<file path="src/rtl/tm_pkg.sv">
package tm_pkg;
  localparam int DATA_W = 8;
  localparam int ADDR_W = 2;

  localparam logic [ADDR_W-1:0] A_LIM_HI = 2'd0;
  localparam logic [ADDR_W-1:0] A_LIM_LO = 2'd1;
  localparam logic [ADDR_W-1:0] A_CTRL   = 2'd2;
  localparam logic [ADDR_W-1:0] A_STAT   = 2'd3;

  localparam int B_IRQ_EN   = 0;
  localparam int B_FAST     = 1;
  localparam int B_LOW      = 0;
  localparam int B_IDLE     = 1;
  localparam int B_STUCK    = 2;

  localparam int NUM_COND   = 3;
  localparam int IDX_LOW    = 0;
  localparam int IDX_IDLE   = 1;
  localparam int IDX_STUCK  = 2;
endpackage

</file>
<file path="src/rtl/tm_sync.sv">
module tm_sync #(
  parameter int   STAGES  = 2,
  parameter logic RST_VAL = 1'b1
) (
  input  logic clk,
  input  logic rst,
  input  logic d_i,
  output logic q_o
);
  logic [STAGES-1:0] chain_q;

  always_ff @(posedge clk) begin
    if (rst) chain_q <= {STAGES{RST_VAL}};
    else     chain_q <= {chain_q[STAGES-2:0], d_i};
  end

  assign q_o = chain_q[STAGES-1];
endmodule

</file>
<file path="src/rtl/tm_tick.sv">
module tm_tick #(
  parameter int DIV = 64
) (
  input  logic clk,
  input  logic rst,
  input  logic fast_i,
  output logic tick_o
);
  localparam int CW = (DIV > 1) ? $clog2(DIV) : 1;
  localparam logic [CW-1:0] LAST = CW'(DIV - 1);

  logic [CW-1:0] pre_q;

  always_ff @(posedge clk) begin
    if (rst)              pre_q <= '0;
    else if (pre_q == LAST) pre_q <= '0;
    else                  pre_q <= pre_q + 1'b1;
  end

  assign tick_o = fast_i || (pre_q == LAST);

  AST_TICK_SPACING: assert property (@(posedge clk) disable iff (rst)
    (!fast_i && tick_o) |=> (fast_i || !tick_o));
endmodule

</file>
<file path="src/rtl/tm_cond_timer.sv">
module tm_cond_timer #(
  parameter int W = 16
) (
  input  logic         clk,
  input  logic         rst,
  input  logic         cond_i,
  input  logic         tick_i,
  input  logic [W-1:0] thr_i,
  output logic         fire_o
);
  logic [W-1:0] cnt_q;
  logic         done_q;

  assign fire_o = cond_i && tick_i && !done_q && (thr_i != '0) && (cnt_q == thr_i);

  always_ff @(posedge clk) begin
    if (rst || !cond_i) begin
      cnt_q  <= '0;
      done_q <= 1'b0;
    end else begin
      if (tick_i && (cnt_q != {W{1'b1}})) cnt_q <= cnt_q + 1'b1;
      if (fire_o) done_q <= 1'b1;
    end
  end

  AST_CNT_SAT: assert property (@(posedge clk) disable iff (rst)
    cond_i |=> (cnt_q >= $past(cnt_q)));
  AST_ONE_FIRE: assert property (@(posedge clk) disable iff (rst)
    fire_o |=> !fire_o);
endmodule

</file>
<file path="src/rtl/bus_timeout_mon.sv">
module bus_timeout_mon
  import tm_pkg::*;
#(
  parameter int PRESCALE    = 64,
  parameter int HI_SHIFT    = 9,
  parameter int SYNC_STAGES = 2
) (
  input  logic              clk,
  input  logic              rst,
  input  logic              scl_i,
  input  logic              sda_i,
  input  logic              reg_wr_i,
  input  logic [ADDR_W-1:0] reg_addr_i,
  input  logic [DATA_W-1:0] reg_wdata_i,
  output logic [DATA_W-1:0] reg_rdata_o,
  output logic              irq_o
);
  localparam int LIMIT_W = 2 * DATA_W;

  logic scl_s, sda_s, tick;

  tm_sync #(.STAGES(SYNC_STAGES), .RST_VAL(1'b1)) u_sync_scl (
    .clk(clk), .rst(rst), .d_i(scl_i), .q_o(scl_s));
  tm_sync #(.STAGES(SYNC_STAGES), .RST_VAL(1'b1)) u_sync_sda (
    .clk(clk), .rst(rst), .d_i(sda_i), .q_o(sda_s));

  // configuration registers
  logic [LIMIT_W-1:0] limit_q;
  logic [DATA_W-1:0]  stage_hi_q;
  logic               irq_en_q, fast_q;

  always_ff @(posedge clk) begin
    if (rst) begin
      limit_q    <= '0;
      stage_hi_q <= '0;
      irq_en_q   <= 1'b0;
      fast_q     <= 1'b0;
    end else if (reg_wr_i) begin
      case (reg_addr_i)
        A_LIM_HI: stage_hi_q <= reg_wdata_i;
        A_LIM_LO: limit_q    <= {stage_hi_q, reg_wdata_i};
        A_CTRL: begin
          irq_en_q <= reg_wdata_i[B_IRQ_EN];
          fast_q   <= reg_wdata_i[B_FAST];
        end
        default: ;
      endcase
    end
  end

  tm_tick #(.DIV(PRESCALE)) u_tick (
    .clk(clk), .rst(rst), .fast_i(fast_q), .tick_o(tick));

  // condition timers
  logic [LIMIT_W-1:0]  hi_thr;
  logic [NUM_COND-1:0] cond_v, fire_v;

  assign hi_thr            = limit_q >> HI_SHIFT;
  assign cond_v[IDX_LOW]   = !scl_s;
  assign cond_v[IDX_IDLE]  = scl_s && sda_s;
  assign cond_v[IDX_STUCK] = scl_s && !sda_s;

  for (genvar g = 0; g < NUM_COND; g++) begin : g_tmr
    tm_cond_timer #(.W(LIMIT_W)) u_tmr (
      .clk    (clk),
      .rst    (rst),
      .cond_i (cond_v[g]),
      .tick_i (tick),
      .thr_i  ((g == IDX_LOW) ? limit_q : hi_thr),
      .fire_o (fire_v[g])
    );
  end

  // flags
  logic low_flag_q, idle_flag_q, stuck_flag_q;
  logic clr_low, clr_stuck;

  assign clr_low   = reg_wr_i && (reg_addr_i == A_STAT) && reg_wdata_i[B_LOW];
  assign clr_stuck = reg_wr_i && (reg_addr_i == A_STAT) && reg_wdata_i[B_STUCK];

  always_ff @(posedge clk) begin
    if (rst) begin
      low_flag_q   <= 1'b0;
      idle_flag_q  <= 1'b0;
      stuck_flag_q <= 1'b0;
    end else begin
      low_flag_q   <= (low_flag_q && !clr_low) || fire_v[IDX_LOW];
      stuck_flag_q <= (stuck_flag_q && !clr_stuck) || fire_v[IDX_STUCK];
      idle_flag_q  <= cond_v[IDX_IDLE] && (idle_flag_q || fire_v[IDX_IDLE]);
    end
  end

  // registered outputs
  logic [DATA_W-1:0] rd_mux;

  always_comb begin
    rd_mux = '0;
    case (reg_addr_i)
      A_LIM_HI: rd_mux = limit_q[LIMIT_W-1:DATA_W];
      A_LIM_LO: rd_mux = limit_q[DATA_W-1:0];
      A_CTRL: begin
        rd_mux[B_IRQ_EN] = irq_en_q;
        rd_mux[B_FAST]   = fast_q;
      end
      default: begin
        rd_mux[B_LOW]   = low_flag_q;
        rd_mux[B_IDLE]  = idle_flag_q;
        rd_mux[B_STUCK] = stuck_flag_q;
      end
    endcase
  end

  always_ff @(posedge clk) begin
    if (rst) begin
      reg_rdata_o <= '0;
      irq_o       <= 1'b0;
    end else begin
      reg_rdata_o <= rd_mux;
      irq_o       <= stuck_flag_q && irq_en_q;
    end
  end

  AST_LOW_DISABLED: assert property (@(posedge clk) disable iff (rst)
    (limit_q == '0) |=> !$rose(low_flag_q));
  AST_HI_DISABLED: assert property (@(posedge clk) disable iff (rst)
    (hi_thr == '0) |=> !$rose(stuck_flag_q));
  AST_IDLE_AUTOCLR: assert property (@(posedge clk) disable iff (rst)
    !cond_v[IDX_IDLE] |=> !idle_flag_q);
  AST_IRQ_GATED: assert property (@(posedge clk) disable iff (rst)
    !irq_en_q |=> !irq_o);
  AST_SET_WINS: assert property (@(posedge clk) disable iff (rst)
    fire_v[IDX_LOW] |=> low_flag_q);
  AST_LOW_STICKY: assert property (@(posedge clk) disable iff (rst)
    (low_flag_q && !clr_low) |=> low_flag_q);
endmodule

</file>
<file path="config.mk">
export PLATFORM = sky130hd
export DESIGN_NAME = bus_timeout_mon
export DESIGN_NICKNAME = d
export VERILOG_FILES = /design/src/rtl/tm_pkg.sv /design/src/rtl/tm_sync.sv /design/src/rtl/tm_tick.sv /design/src/rtl/tm_cond_timer.sv /design/src/rtl/bus_timeout_mon.sv
export SDC_FILE = /design/constraint.sdc
export NUM_CORES = 1
export LEC_CHECK = 0
export ABC_AREA = 0
export BUFFER_PORTS_ARGS = -buffer_cell sky130_fd_sc_hd__buf_2
export CORE_UTILIZATION = 40
export CTS_CLUSTER_SIZE = 24
export DETAILED_ROUTE_END_ITERATION = 10
export GPL_ROUTABILITY_DRIVEN = 0
export GPL_TIMING_DRIVEN = 0
export SYNTH_ARGS = -nofsm -noshare
export SYNTH_HDL_FRONTEND = slang
export SYNTH_SLANG_ARGS = --single-unit
</file>
<file path="constraint.sdc">
create_clock -name clk -period 3.72 [get_ports clk]
set_input_delay 0 -clock clk [delete_from_list [all_inputs] [get_ports clk]]
set_output_delay 0 -clock clk [all_outputs]
set_load 0.05 [all_outputs]
</file>
Yosys cells after proc, flatten, opt, wreduce, memory -nomap -nowiden
Index checks and enable logic that the tools add are counted.

operators by class
  add/subtract/negate cells = 4
  $mul = 0
  divide/modulo/power cells = 0
  magnitude comparators = 0
  eq/ne operators = 10
  shift operators = 0
  multiplexer cells = 3
  bitwise gates (word level) = 0
  reductions and logical operators = 47

operators with widths
  kind                     number
  $add A16 B1 Y16 const B  3
  $ne A16 B16 Y1 const B   3
  $eq A16 B7 Y1            2
  $reduce_bool A16 Y1      2
  $logic_and A1 B1 Y1      24
  $eq A16 B16 Y1           1
  $pmux W5 S2              1
  $logic_not A1 Y1         9
  $logic_or A1 B1 Y1       7
  $add A6 B1 Y6 const B    1
  $eq A6 B6 Y1 const B     1
  $pmux W2 S3              1
  $reduce_and A2 Y1        3
  $eq A2 B2 Y1 const B     2
  $pmux W1 S3              1
  $eq A2 B1 Y1 const B     1
  $logic_not A2 Y1         1
  $reduce_or A2 Y1         1

word-level totals
  flip-flop bits (word level) = 99
  bits in latches = 0
  bits in writable memories = 0
  bits in read-only memories = 0
  bits of input ports = 15
  output and inout port bits = 9
  word-level logic and storage cells = 82
  memories = 0

Longest topological paths before layout
  depth after elaboration = 8
  gate-level depth with buffers = 8

By module
A second synthesis with hierarchy kept.

unflattened totals
  cell total of the unflattened synthesis = 589
  area total of the unflattened synthesis = 5,270.1 sq um

modules (own cells, without submodules)
  module           instances  cells an instance  area each (sq um)
  tm_cond_timer    3          138                1,117.3
  bus_timeout_mon  1          143                1,572.8
  tm_tick          1          24                 240.2
  tm_sync          2          4                  52.6

Worst setup path before layout
No wires, ideal clock.

  kind = register to register
  from = register u_tick.pre_q[0]
  to = register g_tmr[2].u_tmr.done_q
  library setup time = 68 ps
  data arrival time = 1,742 ps
  data required time = 3,652 ps
  slack = 1,910 ps
  stages on the path, launching flop included = 8
  cells stage by stage = dfxtp_1 > ha_1 > and3_2 > a31o_1 > buf_4 > nand3_2 > or4_4 > a21oi_2

between the ends
  cells in the longest elaborated chain, start to end = 6

ends and longest elaborated chain
  item                               RTL line             RTL
  start: declaration                 tm_tick.sv:12        logic [CW-1:0] pre_q;
  start signal: assignment           tm_tick.sv:17        else pre_q <= pre_q + 1'b1;
  $eq A6 B6 Y1                       tm_tick.sv:20        assign tick_o = fast_i || (pre_q == LAST);
  $logic_or A1 B1 Y1                 tm_tick.sv:20
  $logic_and A1 B1 Y1 (4 in series)  tm_cond_timer.sv:14  assign fire_o = cond_i && tick_i && !done_q && (thr_i != '0) && (cnt_q == thr_i);
  end signal: assignment             tm_cond_timer.sv:19  done_q <= 1'b0;
  end signal: assignment             tm_cond_timer.sv:22  if (fire_o) done_q <= 1'b1;
  end: declaration                   tm_cond_timer.sv:12  logic done_q;

No other way between the ends.
A chain may end at the register's enable or synchronous reset.

Worst setup path in the final report
  from = register u_tick.pre_q[0]
  to = register g_tmr[0].u_tmr.cnt_q[9]

between the ends
  cells in the longest elaborated chain, start to end = 3

ends and longest elaborated chain
  item                    RTL line             RTL
  $eq A6 B6 Y1            tm_tick.sv:20
  $logic_or A1 B1 Y1      tm_tick.sv:20
  $logic_and A1 B1 Y1     tm_cond_timer.sv:21  if (tick_i && (cnt_q != {W{1'b1}})) cnt_q <= cnt_q + 1'b1;
  end signal: assignment  tm_cond_timer.sv:21
  end: declaration        tm_cond_timer.sv:11  logic [W-1:0] cnt_q;

No other way between the ends.

==> results.yml <==
layout:
  final_cell_mix: "dfxtp_1, nand2_1, nor2_1"
  nets: 610
  final_common_cell: "dfxtp_1"
  instances_no_fill: 739
  diodes: 0
  area_growth_syn_to_layout_pct: 15.5
  final_cell_area_um2: 5460
  drive_gt1_share_pct: 10.9
logic_synthesis:
  synthArstFlopShare_pct: 0
  synth-main-ff-cell: "dfxtp_1"
  syn_inst: 547
  postSynthAreaPerCell_um2: 8.64
  yosysSeqAreaShare_pct: 41.9
  synth_area_um2: 4730
  syn_nets: 566
  synth_edf_count: 0
  synth_cell_types: 56
  ys_ff_latch: 99
  ys_warn_count: 0
timing:
  skew_ns: 0.00805
  hold_violations: 0
  fin_tns_setup_ns: 0
  fmax_ghz: 0.436
  fin_crit_ns: 2.30
  setup_viol: 0
  finalCritPeriodShare_pct: 61.7
  setup_ws_ns: 1.42
  worst_pin_slew_ns: 0.787
  slew_viol_final: 0
  rsz0062_at_grt: "false"
  relSlewSlack_pct: 47.3
setup_path:
  rrSetupSlack_ns: 1.42
  rr_worst_depth: 7
  critPathArrivalTime_ns: 2.52
  cp_max_fo: 10
  r2r_start: "u_tick.pre_q[0]$_SDFF_PP0_"
  worstPathRequired_ns: 3.94
  start_kind: "register"
  endpoint_kind: "register"
  path_class: "register to register"
  r2r_end: "g_tmr[0].u_tmr.cnt_q[9]$_SDFFE_PP0P_"
global_routing:
  gr-usage-met3_pct: 4.87
  grt_overflow: 0
  use_met2_pct: 32.4
  grtUsageMet1_pct: 25.9
  antenna_found_initial: 0
  grt_pass1_wl_um: 19800
  grt_usage_pct: 20.1
  grt_pass1_vias: 4030
  grt_max_degree: 20
  busiest_layer: "met2"
hold_path:
  worstHoldStart: "reg_wr_i"
  min_delay_worst_endpoint: "low_flag_q$_SDFF_PP0_"
  min_path_cells: 4
  worstHoldPathType: "input pin to register"
detailed_routing:
  vias: 4066
  routed_wl_um: 11900
  viasPerCell: 5.50
  drcViolationCount: 0
  dr.pass1.iters: 5
  wl_per_cell_um: 16.1
  antenna_left: 0
  drt-initial-drc-count: 291
die:
  die_area_um2: 12300
  core_area_um2: 11500
  io_pins: 24
  start_util_pct: 41.2
  row_count: 39
  die_x_um: 111
  die_y_um: 111
pwr:
  vdd_ir_drop_max_mv: 0.377
  totalPowerFinal_mw: 2.26
  p_leak_nw: 1.98
  p_per_area_nw_per_um2: 413
place:
  dp.cells: 713
  portBuffers: 23
  dp_slack_ns: 1.46
  dp_hpwl_um: 8310
  dpl_cell_area_um2: 5020
job:
  max_cap_viol_count: 0
clock_tree:
  insertion_delay_ns: 0.35
  cts_root_buf: "clkbuf_16"
  cts-htree-levels: 3
  clk_pin_slew_ns: 0.08
  cts_num_sinks: 99
  numCtsBuffers: 9
  clockBufferDepth: 2
  cts_tree: "done"
run_status:
  status: "completed"
through the flow:
stage          hold slack [ns]  util (%)
2_1_floorplan            0.104         -
3_3_place_gp             0.194      43.8
3_5_place_dp             0.195      43.8
4_1_cts                 0.0379      47.6
5_1_grt                 0.0589      47.6
6_report                0.0526      47.6
where the power goes:
part           total (mW)  switching (mW)  internal, mW
registers            1.08          0.0117          1.07
clock network        1.07           0.455         0.611
logic               0.107          0.0642        0.0433
total                2.26           0.531          1.73
how the worst max path moves through the flow:
stage	cells past startpoint	to	slack [ns]	from
after floorplan	7	g_tmr[2].u_tmr.done_q$_SDFFE_PP0P_	1.91	u_tick.pre_q[0]$_SDFF_PP0_
after CTS	7	g_tmr[0].u_tmr.cnt_q[9]$_SDFFE_PP0P_	1.43	u_tick.pre_q[0]$_SDFF_PP0_
final	7	g_tmr[0].u_tmr.cnt_q[9]$_SDFFE_PP0P_	1.42	u_tick.pre_q[0]$_SDFF_PP0_
after detailed placement	7	g_tmr[0].u_tmr.cnt_q[15]$_SDFFE_PP0P_	1.46	u_tick.pre_q[0]$_SDFF_PP0_
after global placement	7	g_tmr[0].u_tmr.cnt_q[9]$_SDFFE_PP0P_	1.44	u_tick.pre_q[0]$_SDFF_PP0_
after global routing	7	g_tmr[0].u_tmr.cnt_q[11]$_SDFFE_PP0P_	1.26	u_tick.pre_q[0]$_SDFF_PP0_
synthesized netlist by cell type, drive strengths merged (2+ instances only):
| cell | count | share of area [%] |
|---|---|---|
| a211oi | 2 | 0.42 |
| a21oi | 23 | 2.6 |
| a311oi | 2 | 0.37 |
| a31o | 4 | 0.74 |
| a31oi | 3 | 0.40 |
| and2 | 6 | 0.79 |
| and3 | 7 | 0.95 |
| and4 | 8 | 1.5 |
| buf | 8 | 0.82 |
| clkbuf | 24 | 1.9 |
| dfxtp | 99 | 42 |
| ha | 4 | 1.1 |
| inv | 6 | 0.48 |
| mux2i | 20 | 4.2 |
| mux4 | 2 | 0.95 |
| nand2 | 67 | 5.3 |
| nand3 | 22 | 2.4 |
| nand3b | 2 | 0.32 |
| nand4 | 26 | 3.4 |
| nor2 | 63 | 5.0 |
| nor2b | 2 | 0.26 |
| nor3 | 13 | 1.4 |
| nor3b | 2 | 0.42 |
| nor4 | 20 | 3.1 |
| nor4b | 4 | 0.74 |
| o211ai | 6 | 0.95 |
| o21a | 2 | 0.32 |
| o21ai | 11 | 1.2 |
| o41ai | 2 | 0.37 |
| or2 | 6 | 0.79 |
| or3 | 2 | 0.26 |
| or4 | 7 | 1.2 |
| xnor2 | 33 | 6.1 |
| xor2 | 29 | 5.4 |
layer usage:
metal	vias up	part of all wire, %
met4	0	2.6
met3	26	4.8
li1	2025	-
met1	1921	47
met2	94	46
met5	-	0
layout make-up:
cell class	instances	area [µm²]
fill	1101	6010
timing repair buffer	33	215
inverter	6	22.5
sequential	99	1980
clock buffer	9	225
multi-input combinational	410	2590
clock inverter	7	114
buffer	32	129
tap	143	179
cell families after synthesis:
| group | share of synthesized area, % |
|---|---|
| compound gates | 8.07 |
| xor+xnor | 11.5 |
| fa+ha+maj | 1.06 |
| buf+inv | 3.20 |
| flops | 41.9 |
| mux | 5.42 |
| simple gates | 28.8 |
critical path, stage by stage, from the launching register on:
cell and delay (ns):
dfxtp_1 0.33, ha_1 0.21, and3_2 0.25, a31oi_1 0.62
buf_2 0.41, nor4_1 0.12, xnor2_1 0.18, nor2_1 0.06
flip-flops by register name, indices dropped and copies added (netlist names):
signal              flops
u_sync_sda.chain_q      2
u_tick.pre_q            6
fast_q                  1
irq_en_q                1
u_sync_scl.chain_q      2
stage_hi_q              8
idle_flag_q             1
g_tmr.u_tmr.cnt_q      48
reg_rdata_o             8
stuck_flag_q            1
low_flag_q              1
g_tmr.u_tmr.done_q      3
limit_q                16
irq_o                   1
repair_timing:
action	4_1_cts	5_1_grt
buffers inserted	0	0
endpoints found under the hold margin	20	0
hold buffers	10	0
resized for setup	0	0
(Power assumes the default switching activity.)
